File: src/rtl/rls_pkg.sv
package rls_pkg;
    typedef enum logic [1:0] {
        PH_IDLE = 2'd0,
        PH_PRE  = 2'd1,
        PH_INT  = 2'd2
    } phase_t;
endpackage

File: src/rtl/rls_cfg.sv
module rls_cfg #(
    parameter int CNT_W = 12,
    parameter int PTR_W = 10
) (
    input  logic             clk,
    input  logic             rst_n,
    input  logic             frame_start_i,
    input  logic [CNT_W-1:0] total_i,
    input  logic [CNT_W-1:0] delay_i,
    input  logic [PTR_W-1:0] rd_ptr_i,
    input  logic [PTR_W-1:0] rs_ptr_i,
    output logic [CNT_W-1:0] total_now_o,
    output logic [CNT_W-1:0] target_now_o,
    output logic [CNT_W-1:0] total_q_o,
    output logic [CNT_W-1:0] target_q_o,
    output logic [PTR_W-1:0] rd_ptr_q_o,
    output logic [PTR_W-1:0] rs_ptr_q_o
);
    typedef struct packed {
        logic [CNT_W-1:0] total;
        logic [CNT_W-1:0] target;
        logic [PTR_W-1:0] rd_ptr;
        logic [PTR_W-1:0] rs_ptr;
    } cfg_t;

    cfg_t cfg_d, cfg_q;
    logic [CNT_W-1:0] clamp_w;

    always_comb begin
        if (total_i == '0) begin
            clamp_w = '0;
        end else if (delay_i >= total_i) begin
            clamp_w = total_i - 1'b1;
        end else begin
            clamp_w = delay_i;
        end
        cfg_d = cfg_q;
        if (frame_start_i) begin
            cfg_d.total  = total_i;
            cfg_d.target = clamp_w;
            cfg_d.rd_ptr = rd_ptr_i;
            cfg_d.rs_ptr = rs_ptr_i;
        end
    end

    always_ff @(posedge clk or negedge rst_n) begin
        if (!rst_n) cfg_q <= '0;
        else        cfg_q <= cfg_d;
    end

    assign total_now_o  = total_i;
    assign target_now_o = clamp_w;
    assign total_q_o    = cfg_q.total;
    assign target_q_o   = cfg_q.target;
    assign rd_ptr_q_o   = cfg_q.rd_ptr;
    assign rs_ptr_q_o   = cfg_q.rs_ptr;

    // held settings move only on a frame start
    assert_cfg_held_R7: assert property (@(posedge clk) disable iff (!rst_n)
        !frame_start_i |=> $stable(cfg_q));
    // latched target is below the latched total unless the total is zero
    assert_target_clamped_R5: assert property (@(posedge clk) disable iff (!rst_n)
        (cfg_q.total != '0) |-> (cfg_q.target < cfg_q.total));
endmodule

File: src/rtl/rls_line_ctr.sv
module rls_line_ctr
    import rls_pkg::*;
#(
    parameter int CNT_W = 12
) (
    input  logic             clk,
    input  logic             rst_n,
    input  logic             frame_start_i,
    input  logic             line_i,
    input  logic [CNT_W-1:0] total_now_i,
    input  logic [CNT_W-1:0] target_now_i,
    input  logic [CNT_W-1:0] total_q_i,
    input  logic [CNT_W-1:0] target_q_i,
    output logic             fire_o
);
    typedef struct packed {
        phase_t           phase;
        logic [CNT_W-1:0] cnt;
        logic             fire;
    } ctr_t;

    ctr_t ctr_d, ctr_q;
    logic [CNT_W-1:0] inc_w;

    always_comb begin
        inc_w = ctr_q.cnt + 1'b1;
        ctr_d = ctr_q;
        ctr_d.fire = 1'b0;
        if (frame_start_i) begin
            ctr_d.cnt = '0;
            if (target_now_i == '0) begin
                ctr_d.fire  = 1'b1;
                ctr_d.phase = (total_now_i == '0) ? PH_IDLE : PH_INT;
            end else begin
                ctr_d.phase = PH_PRE;
            end
        end else if (line_i && (ctr_q.phase != PH_IDLE)) begin
            ctr_d.cnt = inc_w;
            if ((ctr_q.phase == PH_PRE) && (inc_w == target_q_i)) begin
                ctr_d.fire  = 1'b1;
                ctr_d.phase = PH_INT;
            end
            if (inc_w == total_q_i) begin
                ctr_d.phase = PH_IDLE;
            end
        end
    end

    always_ff @(posedge clk or negedge rst_n) begin
        if (!rst_n) ctr_q <= '{phase: PH_IDLE, cnt: '0, fire: 1'b0};
        else        ctr_q <= ctr_d;
    end

    assign fire_o = ctr_q.fire;

    // no second pulse inside the same frame
    assert_single_fire_R6: assert property (@(posedge clk) disable iff (!rst_n)
        (ctr_q.fire && !frame_start_i) |=> !ctr_q.fire);
    // an idle counter neither counts nor fires without a frame start
    assert_idle_quiet_R6: assert property (@(posedge clk) disable iff (!rst_n)
        (ctr_q.phase == PH_IDLE && !frame_start_i) |=> (!ctr_q.fire && $stable(ctr_q.cnt)));
    // a frame start clears the line count
    assert_restart_clears_R8: assert property (@(posedge clk) disable iff (!rst_n)
        frame_start_i |=> (ctr_q.cnt == '0));
    // a pulse follows only a frame start or a line strobe
    assert_fire_cause_R3: assert property (@(posedge clk) disable iff (!rst_n)
        $rose(ctr_q.fire) |-> ($past(frame_start_i) || $past(line_i)));
endmodule

File: src/rtl/rls_line_seq.sv
module rls_line_seq
    import rls_pkg::*;
#(
    parameter int CNT_W = 12,
    parameter int PTR_W = 10
) (
    input  logic             clk,
    input  logic             rst_n,
    input  logic             frame_start_i,
    input  logic             line_i,
    input  logic [CNT_W-1:0] total_lines_i,
    input  logic [CNT_W-1:0] expo_delay_i,
    input  logic [PTR_W-1:0] rd_ptr_i,
    input  logic [PTR_W-1:0] rs_ptr_i,
    output logic             read_sync_o,
    output logic             reset_sync_o,
    output logic             timeout_o,
    output logic [PTR_W-1:0] rd_ptr_o,
    output logic [PTR_W-1:0] rs_ptr_o
);
    logic [CNT_W-1:0] total_now_w, target_now_w, total_q_w, target_q_w;
    logic             fire_w;

    typedef struct packed {
        logic read_sync;
    } out_t;
    out_t out_d, out_q;

    rls_cfg #(.CNT_W(CNT_W), .PTR_W(PTR_W)) u_cfg (
        .clk          (clk),
        .rst_n        (rst_n),
        .frame_start_i(frame_start_i),
        .total_i      (total_lines_i),
        .delay_i      (expo_delay_i),
        .rd_ptr_i     (rd_ptr_i),
        .rs_ptr_i     (rs_ptr_i),
        .total_now_o  (total_now_w),
        .target_now_o (target_now_w),
        .total_q_o    (total_q_w),
        .target_q_o   (target_q_w),
        .rd_ptr_q_o   (rd_ptr_o),
        .rs_ptr_q_o   (rs_ptr_o)
    );

    rls_line_ctr #(.CNT_W(CNT_W)) u_ctr (
        .clk          (clk),
        .rst_n        (rst_n),
        .frame_start_i(frame_start_i),
        .line_i       (line_i),
        .total_now_i  (total_now_w),
        .target_now_i (target_now_w),
        .total_q_i    (total_q_w),
        .target_q_i   (target_q_w),
        .fire_o       (fire_w)
    );

    always_comb begin
        out_d = out_q;
        out_d.read_sync = frame_start_i;
    end

    always_ff @(posedge clk or negedge rst_n) begin
        if (!rst_n) out_q <= '0;
        else        out_q <= out_d;
    end

    assign read_sync_o  = out_q.read_sync;
    assign reset_sync_o = fire_w;
    assign timeout_o    = fire_w;

    // each sampled frame start yields a read sync on the next cycle
    assert_read_sync_follows_R2: assert property (@(posedge clk) disable iff (!rst_n)
        ($past(frame_start_i) && $past(rst_n)) |-> read_sync_o);
    // a read sync without a preceding frame start is illegal
    assert_read_sync_cause_R2: assert property (@(posedge clk) disable iff (!rst_n)
        $rose(read_sync_o) |-> $past(frame_start_i));
    // a zero effective delay puts both syncs in the same cycle
    assert_zero_delay_pair_R3: assert property (@(posedge clk) disable iff (!rst_n)
        (frame_start_i && target_now_w == '0) |=> (read_sync_o && reset_sync_o));
endmodule

File: config.mk
export PLATFORM = sky130hd
export DESIGN_NAME = rls_line_seq
export DESIGN_NICKNAME = d
export VERILOG_FILES = /design/src/rtl/rls_pkg.sv /design/src/rtl/rls_cfg.sv /design/src/rtl/rls_line_ctr.sv /design/src/rtl/rls_line_seq.sv
export SDC_FILE = /design/constraint.sdc
export NUM_CORES = 1
export LEC_CHECK = 0
export BUFFER_PORTS_ARGS = -buffer_cell sky130_fd_sc_hd__buf_2
export CORE_MARGIN = 3
export CORE_UTILIZATION = 35
export CTS_BUF_LIST = sky130_fd_sc_hd__clkbuf_8
export DETAILED_ROUTE_END_ITERATION = 6
export GPL_TIMING_DRIVEN = 0
export PLACE_DENSITY = 0.65
export SLEW_MARGIN = 40
export SYNTH_ARGS = -nofsm -noshare
export SYNTH_HDL_FRONTEND = slang
export SYNTH_HIERARCHICAL = 1
export SYNTH_SLANG_ARGS = --single-unit
File: constraint.sdc
create_clock -name clk -period 3 [get_ports clk]
set_clock_uncertainty 0.2 [all_clocks]
set_input_delay 0.6 -clock clk [delete_from_list [all_inputs] [get_ports clk]]
set_output_delay 0.6 -clock clk [all_outputs]
set_load 0.05 [all_outputs]
# Yosys cells after proc, flatten, opt, wreduce, memory -nomap -nowiden

Cells that the tools add are included.

Bits in registers: 60
Input bits: 48
Output and inout bits: 23
Logic and storage cells: 32

Add/sub/neg operators: 2
$lt $le $gt $ge: 1
Eq/ne operators: 3
Muxes and demuxes: 10
Reductions and logical operators: 8

Operator list:

| kind                  | number |
|---|---|
| $mux 15               | 2 |
| $eq 12x12->1          | 2 |
| $logic_not 12->1      | 2 |
| $mux 12               | 2 |
| $add 12x1->12 const B | 1 |
| $ge 12x12->1          | 1 |
| $sub 12x1->12 const B | 1 |
| $mux 2                | 4 |
| $reduce_bool 2->1     | 2 |
| $reduce_bool 3->1     | 1 |
| $eq 2x1->1 const B    | 1 |
| $logic_and 1x1->1     | 2 |
| $mux 1                | 2 |
| $reduce_and 2->1      | 1 |

# Logic depth before layout (Yosys ltp)

Gate-level depths: netlist (run 1).

Word-level depth: 7
Depth in mapped cells: 14
Gate-level depth less buffers: 13

# Cells and area by module

The synthesis (run 1) kept the hierarchy.

By module, submodules not included:

| module       | instances | cells an instance | area an instance (um2) | seq. area each (um2) |
|---|---|---|---|---|
| rls_cfg      | 1         | 211               | 2393.5                 | 1101.1 |
| rls_line_ctr | 1         | 197               | 1641.6                 | 375.4 |
| rls_line_seq | 1         | 2                 | 32.5                   | 25.0 |

# Worst setup path before layout (run 1)

No wires, ideal clock.

Path type: in2reg
Start: input total_lines_i[5]
End: register u_ctr/ctr_q[14] (netlist bit)
Library setup time: 0.065 ns
Arrival: 3.069 ns
Required time: 2.735 ns
Slack: -0.334 ns
Stages: 13
Path buffers: 1
Cell sequence: inv_1 > ha_1 > nand4_1 > o311a_1 > o21ai_1 > buf_4 > mux2i_1 > nor2_1 > nor4_1 > nand3_1 > a31o_2 > a21oi_1 > o211a_1

Cells in the longest elaborated chain, start to end: 6
Elaborated cells between the ends (all ways): 9
Classes of those cells: add/sub: 1; order compare: 1; mux: 5; reduce/logical: 2

RTL lines:

| what                                          | RTL line                     | RTL |
|---|---|---|
| start: declaration                            | rls_line_seq.sv:11           | `input logic [CNT_W-1:0] total_lines_i,` |
| $sub 12x1->12 or $ge 12x12->1 (tied branches) | rls_cfg.sv:33, rls_cfg.sv:32 |  |
| $mux 12                                       | rls_cfg.sv:32                | `end else if (delay_i >= total_i) begin` |
| $mux 12 (*)                                   | rls_cfg.sv:30                | `if (total_i == '0) begin` |
| named net target_now_w[8]                     | rls_line_seq.sv:21           | `logic [CNT_W-1:0] total_now_w, target_now_w, total_q_w, target_q_w;` |
| $logic_not 12->1 (*)                          | rls_line_ctr.sv:31           | `if (target_now_i == '0) begin` |
| $mux 2 (*)                                    | rls_line_ctr.sv:31           |  |
| $mux 15 (*)                                   | rls_line_ctr.sv:29           | `if (frame_start_i) begin` |
| end signal: assignment                        | rls_line_ctr.sv:50           | `if (!rst_n) ctr_q <= '{phase: PH_IDLE, cnt: '0, fire: 1'b0};` |
| end signal: assignment                        | rls_line_ctr.sv:51           | `else ctr_q <= ctr_d;` |
| end: declaration                              | rls_line_ctr.sv:22           | `ctr_t ctr_d, ctr_q;` |

Mark *: on every way through the listed nets, which the timed path passes. The rest lies on a longest branch.
A chain may end at the register's enable or synchronous reset.

# Final worst setup path (run 1)

Start: input total_lines_i[3]
End: register u_ctr/ctr_q[14] (netlist bit)

Cells in the longest elaborated chain, start to end: 6
Elaborated cells between the ends (all ways): 9
Classes of those cells: add/sub: 1; order compare: 1; mux: 5; reduce/logical: 2

RTL lines:

| what                      | RTL line |
|---|---|
| $ge 12x12->1              | rls_cfg.sv:32 |
| $mux 12                   | rls_cfg.sv:32 |
| $mux 12 (*)               | rls_cfg.sv:30 |
| named net target_now_w[2] | rls_line_seq.sv:21 |
| $logic_not 12->1 (*)      | rls_line_ctr.sv:31 |
| $mux 2 (*)                | rls_line_ctr.sv:31 |
| $mux 15 (*)               | rls_line_ctr.sv:29 |

Marks and branches as above.

==> results_dict.tcl, run 1 <==
set metrics [dict create \
    critPathArrivalTime_ns 3.43 \
    drive_above_1_share 0.427 \
    hpwl_um 7960 \
    antenna_found_initial 0 \
    crit_fanout 5 \
    synth_edf_count 0 \
    antenna_cells 0 \
    num_vias 3450 \
    synth_area_um2 4070 \
    place.port_buffers 70 \
    setup_viol 3 \
    place_congestion 0.822 \
    grt_pass1_vias 3539 \
    yosysSeqAreaShare 0.369 \
    rows 38 \
    synthDistinctLibCells 65 \
    overflow 0 \
    met3_usage 0.0393 \
    syn_area_per_cell_um2 9.92 \
    synth_top_area_frac 0.369 \
    clk_latency_ns 0.34 \
    maxSlewHeadroom 0.550 \
    period_needed_ns 3.35 \
    async_reset_ff_frac 1.00 \
    cts_tree "yes" \
    worstPathCellList "buf_4 > inv_2 > ha_2 > a211o_1 > a31oi_2 > o311a_1 > o21ai_4 > buf_12 > buf_12 > mux2i_4 > nor2_4 > nor4_4 > nand3_2 > a31o_4 > a21oi_2 > o211a_1" \
    worst_slack_ns -0.347 \
    cts-root-buf "clkbuf_8" \
    grt_usage 0.171 \
    cp.required_ns 3.08 \
    synth.largest_area_cell "dfrtp_1" \
    ir_worst_vdd_uv 243 \
    failed_checks "setup timing" \
    postSynthCellCount 410 \
    crit_path_end_kind "flip-flop" \
    drc 0 \
    via_per_inst 5.28 \
    rsz0062_at_grt "yes" \
    dr.pass1.iters 4 \
    drv_slew 0 \
    fillers 972 \
    status "finished with violations" \
    nets 572 \
    synth_commonest_cells "dfrtp_1 (60), mux2_2 (32), inv_1 (29)" \
    die_area_um2 13000 \
    drtIter0Drc 175 \
    max-clock-path-buffers 2 \
    hold_viol_final 0 \
    grtUsageMet2 0.294 \
    cpMaxStageDelayCell "o311a_1" \
    cts_buffers 9 \
    cpMostUsedCell "buf_12" \
    grt_busiest_layer "met2" \
    ys_seq_elements 60 \
    worst_slew_pin_slew_ns 0.657 \
    grt_pass1_wl_um 17500 \
    wl_per_cell_um 16.9 \
    fmax_mhz 299 \
    die_h_um 114 \
    drtAntennaViolNets 0 \
    yosysWarnings 6 \
    dp_slack_ns -0.833 \
    io_pins 71 \
    path_class "primary input to flip-flop" \
    core_um2 11100 \
    met1_usage 0.214 \
    syn_nets 474 \
    critPathLaunchType "primary input" \
    cts_sinks 60 \
    final_util 0.487 \
    grt_max_degree 61 \
    yosysMostFrequentCell "dfrtp_1" \
    die_w_um 114 \
    cts_max_level 3 \
    routed_wl_um 11000 \
    synthTopCellsByArea "dfrtp_1 (37%), mux2_2 (8.9%), ha_1 (4.9%), xnor2_1 (4.5%), mux2i_1 (4.2%)" \
    drv_cap 0 \
    synth_ff_type "dfrtp_1" \
    critPathMaxStageDelay_ns 0.40 \
    power_density_nw_per_um2 457 \
    min_period_over_period 1.12 \
    area_growth_pct 32.7 \
    start_util 0.367 \
    power.leakage_nw 2.34 \
    hold_class "primary input to asynchronous set/reset pin" \
    clk_pin_slew_ns 0.07 \
]
## where the power goes
group	leakage [nW]	switching, mW	total, mW	internal, mW
clock network	0.114	0.338	0.828	0.490
logic	1.49	0.386	0.699	0.313
registers	0.735	0.0602	0.940	0.880
total	2.34	0.784	2.47	1.68
## layout make-up
type                            count  area (µm²)  share of cell area
Clock inverter                      6        88.8              0.0165
Sequential cell                    60        1500               0.278
Buffer                             39         269              0.0498
Timing Repair Buffer               87         608               0.113
Multi-Input combinational cell    282        2490               0.462
Clock buffer                       10         138              0.0255
Inverter                           29         124              0.0230
Tap cell                          140         175              0.0325
## logic make-up after synthesis
| kind of cell | count (synthesis) | share of synthesized area |
|---|---|---|
| mux | 49 | 0.130 |
| fa+ha+maj | 17 | 0.0517 |
| flops | 60 | 0.369 |
| buf+inv | 68 | 0.0898 |
| simple gates | 106 | 0.152 |
| xor+xnor | 35 | 0.0754 |
| compound gates | 75 | 0.131 |
## metal layers
metal,vias up,wire length (µm)
met3,20,471
met4,0,227
li1,1663,-
met5,-,0
met2,97,5760
met1,1670,4560
## placed cells by master (no fill, tap or decap), types with 9 or more instances in the layout
| master | instances |
|---|---|
| ha_1 | 9 |
| nor2_1 | 23 |
| xor2_1 | 14 |
| buf_4 | 33 |
| clkbuf_1 | 10 |
| clkbuf_8 | 10 |
| dfrtp_1 | 60 |
| nand3_1 | 10 |
| a21oi_1 | 10 |
| buf_6 | 13 |
| o21ai_0 | 15 |
| xnor2_1 | 21 |
| inv_1 | 23 |
| buf_2 | 63 |
| nand2_1 | 13 |
| o22ai_1 | 12 |
| mux2_2 | 32 |
## through the flow
stage / instance area [µm²] / std cells / TNS, ns / power [mW] / hold slack [ns]
after CTS: 5190 / 646 / -0.377 / 2.42 / 0.156
final: 5400 / 653 / -0.967 / 2.47 / 0.0220
after global placement: 4640 / 620 / -2.04 / 1.50 / 0.284
after floorplan: 4110 / 410 / -0.254 / 1.34 / 0.104
after detailed placement: 4640 / 620 / -2.05 / 1.51 / 0.292
after global routing: 5400 / 653 / -1.23 / 2.58 / 0.0565
## final timing paths
path / startpoint / end / slack (ns) / cells past startpoint
worst max-delay path: total_lines_i[3] / u_ctr/ctr_q[14] / -0.35 / 16
worst min-delay path: rst_n / u_ctr/ctr_q[5] / 0.02 / 1
worst max register to register: u_ctr/ctr_q[2] / u_ctr/ctr_q[14] / 0.14 / 8
worst min register to register: u_cfg/rd_ptr_q_o[5] / u_cfg/rd_ptr_q_o[5] / 0.30 / 1
max in group asynchronous: rst_n / u_cfg/rs_ptr_q_o[2] / 2.19 / 1
min in group clk: frame_start_i / read_sync_o / 0.19 / 1
## registers in the layout (all words and copies together), names as in the netlist
signal,flops
u_ctr/ctr_q,14
u_cfg/target_q_o,12
u_cfg/rs_ptr_q_o,10
u_cfg/rd_ptr_q_o,10
u_ctr/fire_o,1
u_cfg/total_q_o,12
read_sync_o,1
## what timing repair did
item	CTS	global route
endpoints found under the hold margin	0	0
pin swaps	16	13
gates resized for setup	57	25
hold buffers	0	0
gates cloned	1	0
setup endpoints to repair	3	3
buffers inserted	9	7
## worst max-delay path, delay by kind of cell
family / cells / cell delay (ns)
compound gates: 7 / 1.24
mux: 1 / 0.29
fa+ha+maj: 1 / 0.19
buf+inv: 4 / 0.47
simple gates: 3 / 0.63
Power figures use the tool's default switching activity.
==> inputs of run 2 (changes only) <==
--- a/config.mk
+++ b/config.mk
@@ -5,13 +5,16 @@
 export SDC_FILE = /design/constraint.sdc
 export NUM_CORES = 1
 export LEC_CHECK = 0
+export ABC_AREA = 1
 export BUFFER_PORTS_ARGS = -buffer_cell sky130_fd_sc_hd__buf_2
+export CELL_PAD_IN_SITES_DETAIL_PLACEMENT = 2
+export CELL_PAD_IN_SITES_GLOBAL_PLACEMENT = 2
 export CORE_MARGIN = 3
-export CORE_UTILIZATION = 35
+export CORE_UTILIZATION = 32
 export CTS_BUF_LIST = sky130_fd_sc_hd__clkbuf_8
 export DETAILED_ROUTE_END_ITERATION = 6
 export GPL_TIMING_DRIVEN = 0
-export PLACE_DENSITY = 0.65
+export PLACE_DENSITY = 0.93
 export SLEW_MARGIN = 40
 export SYNTH_ARGS = -nofsm -noshare
 export SYNTH_HDL_FRONTEND = slang
==> run 2 against run 1 <==
Net effect: the run now ends clean; utilization down 7.5 points; synthesized cell count up 49%; total power up 0.15%; critical path depth up 2; highest routed layer unchanged.
==> results_dict.tcl, run 2 <==
set metrics [dict create \
    status "complete, no violations" \
    fmax_mhz 336 \
    seqPwrFrac 0.383 \
    die_w_um 121 \
    drtAntennaViolNets 0 \
    drc 0 \
    die_area_um2 14700 \
    grt_pass1_vias 5309 \
    synthTopCellsByArea "dfrtp_1 (35%), nand2_1 (20%), nand3_1 (6.8%), inv_1 (6.6%), ha_1 (4.7%)" \
    power.leakage_nw 2.79 \
    hpwl_um 13700 \
    via_per_inst 5.21 \
    grt_usage 0.252 \
    cts_tree "yes" \
    holdWs_ns 0.0100 \
    antenna_found_initial 0 \
    grt_max_degree 61 \
    drv_cap 0 \
    num_vias 4568 \
    cts_buffers 9 \
    placed_area_um2 4810 \
    layout_commonest_cell "nand2_1" \
    routed_wl_um 18500 \
    place_congestion 0.880 \
    synth_edf_count 0 \
    synth.largest_area_cell "dfrtp_1" \
    clk_pin_slew_ns 0.07 \
    switching_share 0.350 \
    crit_path_end_kind "flip-flop" \
    syn_area_per_cell_um2 6.95 \
    synth_area_um2 4240 \
    max-clock-path-buffers 2 \
    cts_sinks 60 \
    critPathArrivalTime_ns 3.07 \
    dp_slack_ns -0.717 \
    mostFrequentLayoutCells "nand2_1 (221), inv_1 (68), buf_2 (68)" \
    finalInstanceArea_um2 5270 \
    placedCellCount 852 \
    clockPowerShare 0.346 \
    core_um2 12800 \
    synthDistinctLibCells 35 \
    switching_power_uw 864 \
    p_int_mw 1.61 \
    finalSetupTns_ns 0 \
    cts_max_level 3 \
    largest_reg_flops 14 \
    die_h_um 121 \
    ys_seq_elements 60 \
    power_mw 2.47 \
    fin_cells 876 \
    final_util 0.412 \
    ir_worst_vdd_uv 158 \
    hold_viol_final 0 \
    drv_slew 0 \
    worst_slew_pin_slew_ns 0.573 \
    hold_class "primary input to asynchronous set/reset pin" \
    synth_commonest_cells "nand2_1 (224), inv_1 (74), dfrtp_1 (60)" \
    antenna_cells 0 \
    critPathLaunchType "primary input" \
    async_reset_ff_frac 1.00 \
    synth_ff_type "dfrtp_1" \
    place.port_buffers 70 \
    io_pins 71 \
    overflow 0 \
    dr.pass1.iters 4 \
    setup_viol 0 \
    min_period_over_period 0.993 \
    start_util 0.332 \
    cts-root-buf "clkbuf_8" \
    yosysMostFrequentCell "nand2_1" \
    drive_above_1_share 0.240 \
    largest-register "u_ctr/ctr_q" \
    maxSlewHeadroom 0.618 \
    path_class "primary input to flip-flop" \
    nets 763 \
    yosysWarnings 6 \
    clk_latency_ns 0.35 \
    cp.required_ns 3.09 \
    area_growth_pct 24.2 \
    postSynthCellCount 610 \
    synth_top_area_frac 0.354 \
    yosysSeqAreaShare 0.354 \
    syn_nets 674 \
    wl_per_cell_um 21.1 \
    crit_fanout 5 \
    drtIter0Drc 263 \
    rows 41 \
    period_needed_ns 2.98 \
    grt_pass1_wl_um 28600 \
    power_density_nw_per_um2 469 \
    comb_power_share 0.271 \
    worst_slack_ns 0.0213 \
]
[run 2: what timing repair did]
action	CTS	global route
buffers inserted	4	2
hold buffers	0	0
hold endpoints to repair	0	0
pin swaps	6	9
gates cloned	1	1
resized for setup	20	21
endpoints found under the setup margin	3	3
[run 2: final cells by class]
class | count | area [µm²]
fill | 1506 | 7510
buffer | 30 | 205
tap | 172 | 215
clock buffer | 11 | 151
sequential | 60 | 1500
inverter | 75 | 292
multi-input combinational | 445 | 2370
timing repair buffer | 78 | 454
clock inverter | 5 | 76.3
[run 2: power groups by stage]
stage                     logic, mW  registers (mW)  clock network, mW
after detailed placement      0.587           0.959                  0
final                         0.670           0.945              0.855
after CTS                     0.625           0.945              0.871
after global placement        0.538           0.947                  0
after floorplan               0.293            1.02                  0
after global routing          0.726           0.955              0.911
[run 2: cells by family after synthesis]
family	count (synthesis)	share of synthesized area
and+or+nand+nor	388	0.421
adders and majority gates	16	0.0472
DFF	60	0.354
AOI/OAI and AO/OA	34	0.0487
xor gates and xnor gates	7	0.0145
buffers and inverters	105	0.115
[run 2: critical path, cell delays in order]
cell     delay (ns)
buf_4          0.12
inv_4          0.06
ha_4           0.27
nand2_2        0.07
nor2_4         0.13
nand2_2        0.08
nor2_4         0.16
nand2_4        0.09
nand2_4        0.11
buf_12         0.12
nand2_1        0.07
and3_1         0.16
or4_4          0.56
nor2_4         0.13
nand3_2        0.09
nand2_2        0.07
nand3_1        0.08
nand2_1        0.08
[run 2: final timing paths]
check                      depth (start not counted)  slack [ns]           startpoint             endpoint
setup / recovery                                  18        0.02    total_lines_i[11]      u_ctr/ctr_q[14]
hold / removal                                     1        0.01                rst_n          read_sync_o
setup reg to reg                                  16        0.22       u_ctr/ctr_q[1]      u_ctr/ctr_q[14]
hold reg to reg                                    2        0.27  u_cfg/rd_ptr_q_o[4]  u_cfg/rd_ptr_q_o[4]
max in group asynchronous                          1        2.18                rst_n  u_cfg/target_q_o[6]
min in group clk                                   3        0.25          rd_ptr_i[5]  u_cfg/rd_ptr_q_o[5]
[run 2: layer usage]
metal | part of all wire | global-route usage
met1 | 0.38 | 0.272
met2 | 0.55 | 0.478
met3 | 0.028 | 0.0373
met4 | 0.045 | 0.121
met5 | 0 | 0
==> inputs of run 3 (changes only) <==
--- a/config.mk
+++ b/config.mk
@@ -10,11 +10,12 @@
 export CELL_PAD_IN_SITES_DETAIL_PLACEMENT = 2
 export CELL_PAD_IN_SITES_GLOBAL_PLACEMENT = 2
 export CORE_MARGIN = 3
-export CORE_UTILIZATION = 32
+export CORE_UTILIZATION = 35
 export CTS_BUF_LIST = sky130_fd_sc_hd__clkbuf_8
 export DETAILED_ROUTE_END_ITERATION = 6
 export GPL_TIMING_DRIVEN = 0
-export PLACE_DENSITY = 0.93
+export PLACE_DENSITY = 0.95
+export SKIP_LAST_GASP = 1
 export SLEW_MARGIN = 40
 export SYNTH_ARGS = -nofsm -noshare
 export SYNTH_HDL_FRONTEND = slang
==> constraint.sdc (replaced) <==
create_clock -name clk -period 3.7 [get_ports clk]
set_clock_uncertainty 0.2 [all_clocks]
set_input_delay 0.74 -clock clk [delete_from_list [all_inputs] [get_ports clk]]
set_output_delay 0.74 -clock clk [all_outputs]
set_load 0.05 [all_outputs]
==> run 3 against run 2 <==
Net effect: clock-buffer cell count did not move; combinational power is 28% lower; critical endpoint unchanged; final area is 6.0% lower; setup slack improved by 0.15 ns; clock power is 35% lower; utilization rose by 1.4 points; sequential share of layout area grew 1.8 points; global-route usage rose by 0.90 points; flip-flop and latch count unchanged; total power is 27% lower; non-clock buffer count shrank 8.
==> results_dict.tcl, run 3 (synthesis results as in run 2) <==
set metrics [dict create \
    drtIter0Drc 245 \
    grt_pass1_vias 5089 \
    fillers 1415 \
    drv_slew 0 \
    dp_slack_ns -0.103 \
    io_pins 71 \
    critPathLaunchType "primary input" \
    cts-root-buf "clkbuf_8" \
    cp.required_ns 3.79 \
    core_um2 11600 \
    cts_max_level 3 \
    placed_area_um2 4770 \
    power_density_nw_per_um2 365 \
    ctsHoldBuffers 0 \
    register_area_um2 1500 \
    multi_input_area_um2 2250 \
    via_per_inst 5.26 \
    largest-register "u_ctr/ctr_q" \
    grt_busiest_layer "met2" \
    cts_buffers 9 \
    r2r_end "u_ctr/ctr_q[14]" \
    crit_fanout 10 \
    crit_path_end "u_ctr/ctr_q[14]" \
    max-clock-path-buffers 2 \
    wl_per_cell_um 20.2 \
    die_w_um 116 \
    antenna_found_initial 0 \
    postCtsSetupBuffers 0 \
    worst_slack_ns 0.172 \
    reg2regPathDepth 16 \
    critPathArrivalTime_ns 3.62 \
    drive_above_1_share 0.200 \
    drtAntennaViolNets 0 \
    met3_usage 0.0449 \
    mostFrequentLayoutCells "nand2_1 (224), inv_1 (74), buf_2 (73)" \
    routed_wl_um 16900 \
    area_growth_pct 16.8 \
    ctsResizeCount 0 \
    min_period_over_period 0.953 \
    grt_max_degree 61 \
    grt_usage 0.261 \
    rows 39 \
    place.port_buffers 70 \
    start_util 0.365 \
    worst_slew_pin_slew_ns 0.613 \
    cts_sinks 60 \
    die_area_um2 13500 \
    hold_class "primary input to asynchronous set/reset pin" \
    clk_latency_ns 0.36 \
    period_needed_ns 3.53 \
    crit_path_end_kind "flip-flop" \
    dr.pass1.iters 4 \
    startpoint "total_lines_i[11]" \
    power.leakage_nw 2.69 \
    path_class "primary input to flip-flop" \
    drv_cap 0 \
    clk_pin_slew_ns 0.08 \
    die_h_um 116 \
    layout_commonest_cell "nand2_1" \
    grtUsageMet2 0.477 \
    fmax_mhz 283 \
    finalSetupTns_ns 0 \
    cts_tree "yes" \
    overflow 0 \
    grt_pass1_wl_um 26800 \
    nets 755 \
    num_vias 4404 \
    power_mw 1.81 \
    antenna_cells 0 \
    hpwl_um 13400 \
    met1_usage 0.309 \
    maxSlewHeadroom 0.591 \
    finalInstanceArea_um2 4950 \
    r2r-start "u_ctr/ctr_q[1]" \
    largest_reg_flops 14 \
    holdWs_ns 0.145 \
    status "complete, no violations" \
    r2r_slack_ns 0.82 \
    hold_viol_final 0 \
    drc 0 \
    ir_worst_vdd_uv 160 \
    setup_viol 0 \
    rsz0062_at_grt "no" \
    place_congestion 0.921 \
]
[run 3: worst max-delay path, stage by stage]
cell and delay (ns):
buf_2 0.12, inv_1 0.11, ha_1 0.34, nand2_2 0.08, nor2_4 0.16, nand2_2 0.07
nor2_2 0.13, nand2_2 0.13, nand2_4 0.11, buf_12 0.13, nand2_2 0.06, and3_1 0.17
or4_1 0.57, nor2_1 0.24, nand3_1 0.13, nand2_1 0.14, nand3_1 0.08, nand2_1 0.10
[run 3: final cells by class]
cell class                      instances  area share
Clock buffer                           11      0.0306
Timing Repair Buffer                   70      0.0720
Sequential cell                        60       0.303
Multi-Input combinational cell        445       0.455
Tap cell                              143      0.0361
Clock inverter                          4     0.00505
Inverter                               75      0.0569
Buffer                                 30      0.0414
[run 3: worst min-delay path by stage]
stage	startpoint	to	slack (ns)	depth (start not counted)
2_1_floorplan	rst_n	read_sync_o	0.24	0
3_3_place_gp	u_cfg/rs_ptr_q_o[7]	u_cfg/rs_ptr_q_o[7]	0.25	2
3_5_place_dp	u_cfg/rd_ptr_q_o[6]	u_cfg/rd_ptr_q_o[6]	0.26	2
4_1_cts	u_cfg/rd_ptr_q_o[6]	u_cfg/rd_ptr_q_o[6]	0.28	2
5_1_grt	rst_n	u_cfg/rs_ptr_q_o[1]	0.18	1
6_report	rst_n	u_cfg/rd_ptr_q_o[8]	0.15	1
[run 3: layer usage]
layer  up-vias  wire, µm
met1      2202      6920
li1       2088         -
met3        34       510
met2        80      9050
met5         -         0
met4         0       435
[run 3: stage by stage]
stage / utilization / std cells
finish: 0.426 / 838
global route: 0.426 / 838
CTS: 0.426 / 838
detailed placement: 0.411 / 823
global placement: 0.411 / 823
floorplan: - / 610
[run 3: power by group]
part | internal [mW] | switching, mW | leakage [nW]
logic | 0.153 | 0.333 | 1.86
registers | 0.711 | 0.0565 | 0.749
clock network | 0.273 | 0.283 | 0.0872
total | 1.14 | 0.673 | 2.69
